===== src/rtl/idcmp_pkg.sv =====
package idcmp_pkg;
  typedef enum logic {CMP_EQ = 1'b0, CMP_NE = 1'b1} cmp_mode_e;

  localparam logic [3:0]  TBL2_EQ = 4'h9;
  localparam logic [3:0]  TBL2_NE = 4'h6;
  localparam logic [15:0] TBL4_EQ = 16'h9009;
  localparam logic [15:0] TBL4_NE = 16'h6FF6;
endpackage


===== src/rtl/idcmp_lut.sv =====
module idcmp_lut #(
  parameter int                   N    = 2,
  parameter logic [(1<<N)-1:0]    INIT = '0
) (
  input  logic [N-1:0] in_i,
  output logic         o_o
);
  assign o_o = INIT[in_i];
endmodule


===== src/rtl/idcmp_cmux.sv =====
module idcmp_cmux (
  input  logic sel_i,
  input  logic ci_i,
  input  logic di_i,
  output logic co_o
);
  assign co_o = sel_i ? ci_i : di_i;
endmodule


===== src/rtl/idcmp_chain.sv =====
module idcmp_chain
  import idcmp_pkg::*;
#(
  parameter int        WIDTH = 8,
  parameter cmp_mode_e MODE  = CMP_EQ
) (
  input  logic [WIDTH-1:0] a_i,
  input  logic [WIDTH-1:0] b_i,
  output logic             q_o
);
  localparam int   NSLICE = (WIDTH + 1) / 2;
  localparam logic IS_EQ  = (MODE == CMP_EQ);
  localparam logic DI_VAL = ~IS_EQ;   // value an unequal slice forces
  localparam logic CI_VAL = IS_EQ;    // chain seed

  if (WIDTH < 1) begin : g_bad_width
    $error("idcmp_chain: WIDTH must be at least 1");
  end

  if (WIDTH == 1) begin : g_w1
    idcmp_lut #(.N(2), .INIT(IS_EQ ? TBL2_EQ : TBL2_NE)) u_lut (
      .in_i({b_i[0], a_i[0]}),
      .o_o (q_o)
    );
  end else if (WIDTH == 2) begin : g_w2
    idcmp_lut #(.N(4), .INIT(IS_EQ ? TBL4_EQ : TBL4_NE)) u_lut (
      .in_i({b_i[1], a_i[1], b_i[0], a_i[0]}),
      .o_o (q_o)
    );
    always_comb begin

      single_chk: assert (q_o == (IS_EQ ? (a_i[1:0] == b_i[1:0]) : (a_i[1:0] != b_i[1:0])))
        else $error("two-pair cell result wrong");
    end
  end else begin : g_chain
    logic [NSLICE:0]   carry;
    logic [NSLICE-1:0] sel;
    assign carry[0] = CI_VAL;

    for (genvar k = 0; k < NSLICE; k++) begin : g_slice
      if (2*k + 1 < WIDTH) begin : g_pair2
        idcmp_lut #(.N(4), .INIT(TBL4_EQ)) u_lut (
          .in_i({b_i[2*k+1], a_i[2*k+1], b_i[2*k], a_i[2*k]}),
          .o_o (sel[k])
        );
        always_comb begin

          sel2_chk: assert (sel[k] == ((a_i[2*k+1] ~^ b_i[2*k+1]) & (a_i[2*k] ~^ b_i[2*k])))
            else $error("slice %0d select wrong", k);
        end
      end else begin : g_pair1
        idcmp_lut #(.N(2), .INIT(TBL2_EQ)) u_lut (
          .in_i({b_i[2*k], a_i[2*k]}),
          .o_o (sel[k])
        );
        always_comb begin

          sel1_chk: assert (sel[k] == (a_i[2*k] ~^ b_i[2*k]))
            else $error("top single slice select wrong");
        end
      end

      idcmp_cmux u_mux (
        .sel_i(sel[k]),
        .ci_i (carry[k]),
        .di_i (DI_VAL),
        .co_o (carry[k+1])
      );

      always_comb begin

        stick_chk: assert (carry[k] != DI_VAL || carry[k+1] == DI_VAL)
          else $error("chain released forced value at slice %0d", k);
      end
    end

    assign q_o = carry[NSLICE];
  end

  always_comb begin

    result_chk: assert (q_o == (IS_EQ ? (a_i == b_i) : (a_i != b_i)))
      else $error("identity result wrong");
  end
endmodule


===== config.mk =====
export PLATFORM = sky130hd
export DESIGN_NAME = idcmp_chain
export DESIGN_NICKNAME = d
export VERILOG_FILES = /design/src/rtl/idcmp_pkg.sv /design/src/rtl/idcmp_lut.sv /design/src/rtl/idcmp_cmux.sv /design/src/rtl/idcmp_chain.sv
export SDC_FILE = /design/constraint.sdc
export NUM_CORES = 1
export LEC_CHECK = 0
export BUFFER_PORTS_ARGS = -buffer_cell sky130_fd_sc_hd__buf_4
export CORE_AREA = 4 4 41 43
export DETAILED_ROUTE_END_ITERATION = 10
export DIE_AREA = 0 0 45 47
export PLACE_DENSITY_LB_ADDON = 0.05
export SYNTH_ARGS = -nofsm -noshare
export SYNTH_HDL_FRONTEND = slang
export SYNTH_SLANG_ARGS = --single-unit
export TNS_END_PERCENT = 5

===== constraint.sdc =====
create_clock -name vclk -period 0.89
set_clock_uncertainty 0.2 [all_clocks]
set_input_delay 0.178 -clock vclk [all_inputs]
set_output_delay 0.178 -clock vclk [all_outputs]
set_load 0.01 [all_outputs]

# == Yosys cells after proc, flatten, opt, wreduce, memory -nomap -nowiden ==
# Memory sizes are Yosys's and may differ from the RTL's.
# Index checks and enable logic that the tools add are counted.
# word_totals
ff_bits,0
latch_bits,0
ram_bits,0
rom_bits,64
wordCells,16
n_memories,4
# classes
addsub,0
multipliers,0
div,0
order_cmp,4
eq_ne,0
n_shift,0
muxes,8
n_bitwise,0
reduce_logical,0
# memory_table
name,words,width,read_ports,rd_ports_with_merged_regs,wr,line_no,rtl
(name not given),16,1,1,0,0,idcmp_lut.sv:8,assign o_o = INIT[in_i];
(name not given),16,1,1,0,0,idcmp_lut.sv:8,
(name not given),16,1,1,0,0,idcmp_lut.sv:8,
(name not given),16,1,1,0,0,idcmp_lut.sv:8,
# op_table
operator,n
less-than comparator 4 x 5 -> 1 bit (second input constant),4
two-way mux 1 bit,8

# == Depth between registers and ports, before layout ==
# Gate-level depths: netlist of run 1.
# depth
ltp_word,6
depth_mapped,3

# == By module ==
# Synthesis of run 1 repeated with hierarchy kept, for this count alone.
# hier_totals
cells_unflattened,18
hier_area_um2,152.6
# modules_own_cells
mod,n_inst,cells_each,area_per_inst_um2
idcmp_lut,4,3,21.3
idcmp_cmux,4,1,15.0
idcmp_chain,1,2,7.5

# == Worst setup path before layout of run 1 ==
# OpenSTA, ideal clock, no wires.
# synth_timing
path_type,input-to-output
start,input port b_i[4]
end,output port q_o
arrival_time_ps,589
required_time_ps,512
slack_ps,-77
path_stages,3
cell_sequence,xnor2_1 nand4_1 nor2_1
# synth_between
elab_chain_cells,4
# synth_rtl
element,line_no,rtl
start: declaration,idcmp_chain.sv:8,"input logic [WIDTH-1:0] b_i,"
memory read (16 x 1 bit),--,
two-way mux 1 bit (not written as such),idcmp_lut.sv:8,
two-way mux 1 bit (2 in series),idcmp_cmux.sv:7,assign co_o = sel_i ? ci_i : di_i;
end: declaration,idcmp_chain.sv:9,output logic q_o
# No other way between the ends. The select of a mux whose other input is x is not followed.

# == Worst setup path in the final report of run 1 ==
# layout_timing
start,input port a_i[5]
end,output port q_o
# layout_between
elab_chain_cells,4
# layout_rtl
element,line_no,rtl
start: declaration,idcmp_chain.sv:7,"input logic [WIDTH-1:0] a_i,"
memory read (16 x 1 bit),--,
two-way mux 1 bit (not written as such),idcmp_lut.sv:8,
two-way mux 1 bit (2 in series),idcmp_cmux.sv:7,
# No other way between the ends. The select of a mux whose other input is x is not followed.

==> metrics.yaml, run 1 <==
status: "finished with violations"
violations: "setup timing"
drive_gt1_frac: 0.9286
yosys-top-cells-area: "xnor2_1 81%, nand4_1 14%, nor2_1 4.3%"
drtIter0Drc: 0
path_delay_family: "simple AND/OR/NAND/NOR gates"
critPathMaxFanout: 1
period_needed_ns: 1.141
worstSetupEndpointType: "output pin"
grt_use_total: 0.02916
multi_input_area_um2: 148.9
nClkBuffers: 0
grt_max_degree: 2
ir_worst_vdd_mv: 0.1057
yosys_warnings: 0
worstSetupPathType: "in -> out"
critPathLaunchType: "input port"
fin_ws_ns: -0.2510
power.density_mw_per_mm2: 442.9
detail-route-antenna-nets: 0
slew_viol_final: 0
dp_slack_ns: -0.3060
tns_ns: -0.2510
fillers: 138
crit_path_top_delay_cell: "xnor2_2"
dieWidth_um: 45
grt_pass1_wl_um: 476
cp_slowest_stage_delay_ns: 0.13
crit_chain: "buf_6, xnor2_2, nand4_1, nor2_2, buf_4"
first_global_vias: 146
hold_viol_final: 0
firstDrtPassIters: 1
ys_seq_area_frac: 0
coreArea_mm2: 0.001301
worst-path-buf-inv: 2
crit_arrival_ns: 0.76
design.seq.count: 0
drc: 0
place.gp.congestion: 0.6675
synthTopCellsByCount: "8 x xnor2_1, 2 x nand4_1, 1 x nor2_1"
initial_core_util: 0.06635
synthDominantCellAreaShare: 0.8116
place.port_buffers: 17
rsz0062_at_grt: "yes"
maxSlewHeadroom: 0.9249
wl_per_cell_um: 8.302
hold_class: "in -> out"
max_freq_mhz: 876.4
p_total_uw: 144.1
antenna_found_initial: 0
seq_area_um2: 0
wirelength_um: 357
cap_violations: 0
ios: 17
worst_pin_slew_ns: 0.1121
cellLeakagePower_uw: 0.0001556
die_h_um: 47
syn-cell-area_um2: 86.33
hold_buffers: 0
setup_violations: 1
grt_overflow_total: 0
fp-row-count: 13
post-synth-top-count-cell: "xnor2_1"
stdcell_count: 43
syn_nets: 27
place_inst: 43
num_vias: 139
synthCells: 11
crit_required_ns: 0.51
dieArea_mm2: 0.002115
diodes: 0
synth_area_leader_cell: "xnor2_1"
synthToLayoutAreaGrowth_pct: 276.8
layout.nets: 46
final.period_utilization: 1.282
avgSynthCellArea_um2: 7.848
synth_cell_types: 3
viasPerCell: 3.233
cts_setup_buffers: 0
## path summary, 6_finish.rpt
| kind | from | endpoint | cells after the start |
|---|---|---|---|
| worst max-delay path | a_i[5] | q_o | 5 |
| worst min-delay path | a_i[6] | q_o | 5 |
## metrics by stage
step / utilization / cell area [µm²] / hold WS, ns
5_1_grt: 0.2500 / 325.3 / 0.5619
4_1_cts: 0.2327 / 302.8 / 0.5339
3_5_place_dp: 0.1981 / 257.7 / 0.5360
3_3_place_gp: 0.1981 / 257.7 / 0.5438
2_1_floorplan: - / 111.4 / 0.3129
6_report: 0.2500 / 325.3 / 0.5407
## per-layer routing
layer	track usage	share of wire	routed length (µm)	vias up
met1	0.02709	0.29	105	53
met4	0	0	0	0
met3	0.007663	0.27	96	0
met2	0.06497	0.43	155	15
li1	-	-	-	71
met5	0	0	0	-
## cell families after synthesis
logic type,after synthesis,share of synthesized area
XOR/XNOR,8,0.8116
AND/OR/NAND/NOR,3,0.1883
## cells in the final DEF, fill, tap and decap left out
cell | synthesis | layout
buf_4 | 0 | 9
buf_6 | 0 | 8
nand4_1 | 2 | 2
nor2_2 | 0 | 1
xnor2_2 | 0 | 8
## final cells by class
class / count / area share
multi-input cells: 11 / 0.4577
well taps: 15 / 0.05769
repair buffers: 17 / 0.4846
## power breakdown
group          internal [µW]  leakage (µW)  switching, µW  total [µW]
sequential                 0             0              0           0
combinational            105      0.000156           39.4         144
clock                      0             0              0           0
## repair_timing
item | in CTS | in global routing
pin swaps | 6 | 7
gates resized for setup | 8 | 5
endpoints found under the setup margin | 1 | 1
No activity file was read; power rests on OpenSTA's default activity.
==> run 2: changes to the inputs <==
- CORE_AREA: 4 4 41 43 -> 2 2 39 41
- DIE_AREA: 0 0 45 47 -> 0 0 41 43
- MAX_ROUTING_LAYER: default -> met4
==> metrics.yaml, run 2 (same netlist as run 1, synthesis figures left out) <==
num_vias: 146  # +5.0%
grt_max_degree: 2  # unchanged
hold_viol_final: 0  # unchanged
period_needed_ns: 1.131  # -0.009674 ns
drive_gt1_frac: 0.9286  # unchanged
coreArea_mm2: 0.001384  # +6.3%
setup_violations: 1  # unchanged
dieArea_mm2: 0.001763  # -17%
nClkBuffers: 0  # unchanged
fp-row-count: 14  # +1
grt_overflow_total: 0  # unchanged
hold_class: "in -> out"
firstDrtPassIters: 1  # unchanged
crit_arrival_ns: 0.75  # about the same
place.port_buffers: 17  # unchanged
cellLeakagePower_uw: 0.0001556  # unchanged
design.seq.count: 0  # unchanged
final_common_cell: "buf_4"
critPathLaunchType: "input port"
cap_violations: 0  # unchanged
grt_use_total: 0.04000  # +0.01084
ios: 17  # unchanged
drtIter0Drc: 0  # unchanged
crit_required_ns: 0.51  # about the same
max_freq_mhz: 883.9  # +0.86%
maxSlewHeadroom: 0.9216  # -0.003334
synthToLayoutAreaGrowth_pct: 278.3
place_inst: 44  # +2.3%
viasPerCell: 3.318  # +2.6%
die_h_um: 43  # -8.5%
worst_pin_slew_ns: 0.1171  # +0.004977 ns
postLayoutCoreUtil: 0.2360  # -0.01401
dieWidth_um: 41  # -8.9%
ir_worst_vdd_mv: 0.08767  # -17%
wl_per_cell_um: 8.068  # -2.8%
mostFrequentLayoutCells: "9 x buf_4, 8 x xnor2_2, 8 x buf_6"
worstSetupPathType: "in -> out"
violations: "setup timing"
fin_ws_ns: -0.2413  # +0.009674 ns
slew_viol_final: 0  # unchanged
first_global_vias: 144  # -1.4%
fillers: 157  # +14%
wirelength_um: 355  # -0.56%
power.density_mw_per_mm2: 448.0  # +1.1%
diodes: 0  # unchanged
seq_area_um2: 0  # unchanged
hold_buffers: 0  # unchanged
critPathMaxFanout: 1  # unchanged
layout.nets: 46  # unchanged
drc: 0  # unchanged
grt_pass1_wl_um: 524  # +10%
antenna_found_initial: 0  # unchanged
cts_setup_buffers: 0  # unchanged
place.gp.congestion: 0.4545  # -32%
worstSetupEndpointType: "output pin"
final.period_utilization: 1.271  # -0.01087
stdcell_count: 44  # +2.3%
initial_core_util: 0.06239  # -0.003959
rsz0062_at_grt: "yes"
detail-route-antenna-nets: 0  # unchanged
status: "finished with violations"
[run 2: cell counts in the layout (fill, tap and decap cells not counted)]
No cell type changed its count.
[run 2: path summary, 6_finish.rpt]
path | startpoint | to | slack, ns | depth (start not counted)
worst max-delay path | b_i[3] | q_o | -0.24 | 5
worst min-delay path | a_i[6] | q_o | 0.53 | 5
[run 2: per-layer routing]
| layer | global-route usage | wire length, µm |
|---|---|---|
| met5 | - | 0 |
| met4 | 0 | 0 |
| met3 | 0.005236 | 55 |
| met2 | 0.07188 | 192 |
| met1 | 0.04777 | 107 |
[run 2: timing repair]
action	4_1_cts	5_1_grt
setup endpoints to repair	1	1
gates cloned	0	0
resized for setup	9	4
pin swaps	7	7
[run 2: per-stage QoR]
step                      area, µm²  total power [µW]  TNS [ns]  hold slack, ns  worst slack (ns)
after floorplan               111.4             44.23  -0.05322          0.3129          -0.05322
after global placement        259.0             111.8   -0.2927          0.5423           -0.2927
after detailed placement      259.0             112.9   -0.2855          0.5398           -0.2855
after CTS                     311.5             142.0   -0.2658          0.5470           -0.2658
after global routing          326.6             155.1   -0.2815          0.5539           -0.2815
final                         326.6             146.3   -0.2413          0.5306           -0.2413
[run 2: power breakdown]
group / leakage [µW] / switching [µW] / internal (µW)
combinational: 0.000156 / 41.5 / 105
clock: 0 / 0 / 0
sequential: 0 / 0 / 0
total: 0.000156 / 41.5 / 105
[run 2: cell type report]
| cell class | count | area, µm² | area share |
|---|---|---|---|
| multi-input cells | 11 | 148.9 | 0.4559 |
| well taps | 16 | 20.02 | 0.06130 |
| repair buffers | 17 | 157.7 | 0.4828 |
[run 2: critical path, stage by stage]
cell and delay [ns]:
buf_6 0.09, xnor2_2 0.14, nand4_1 0.12, nor2_2 0.11, buf_4 0.12
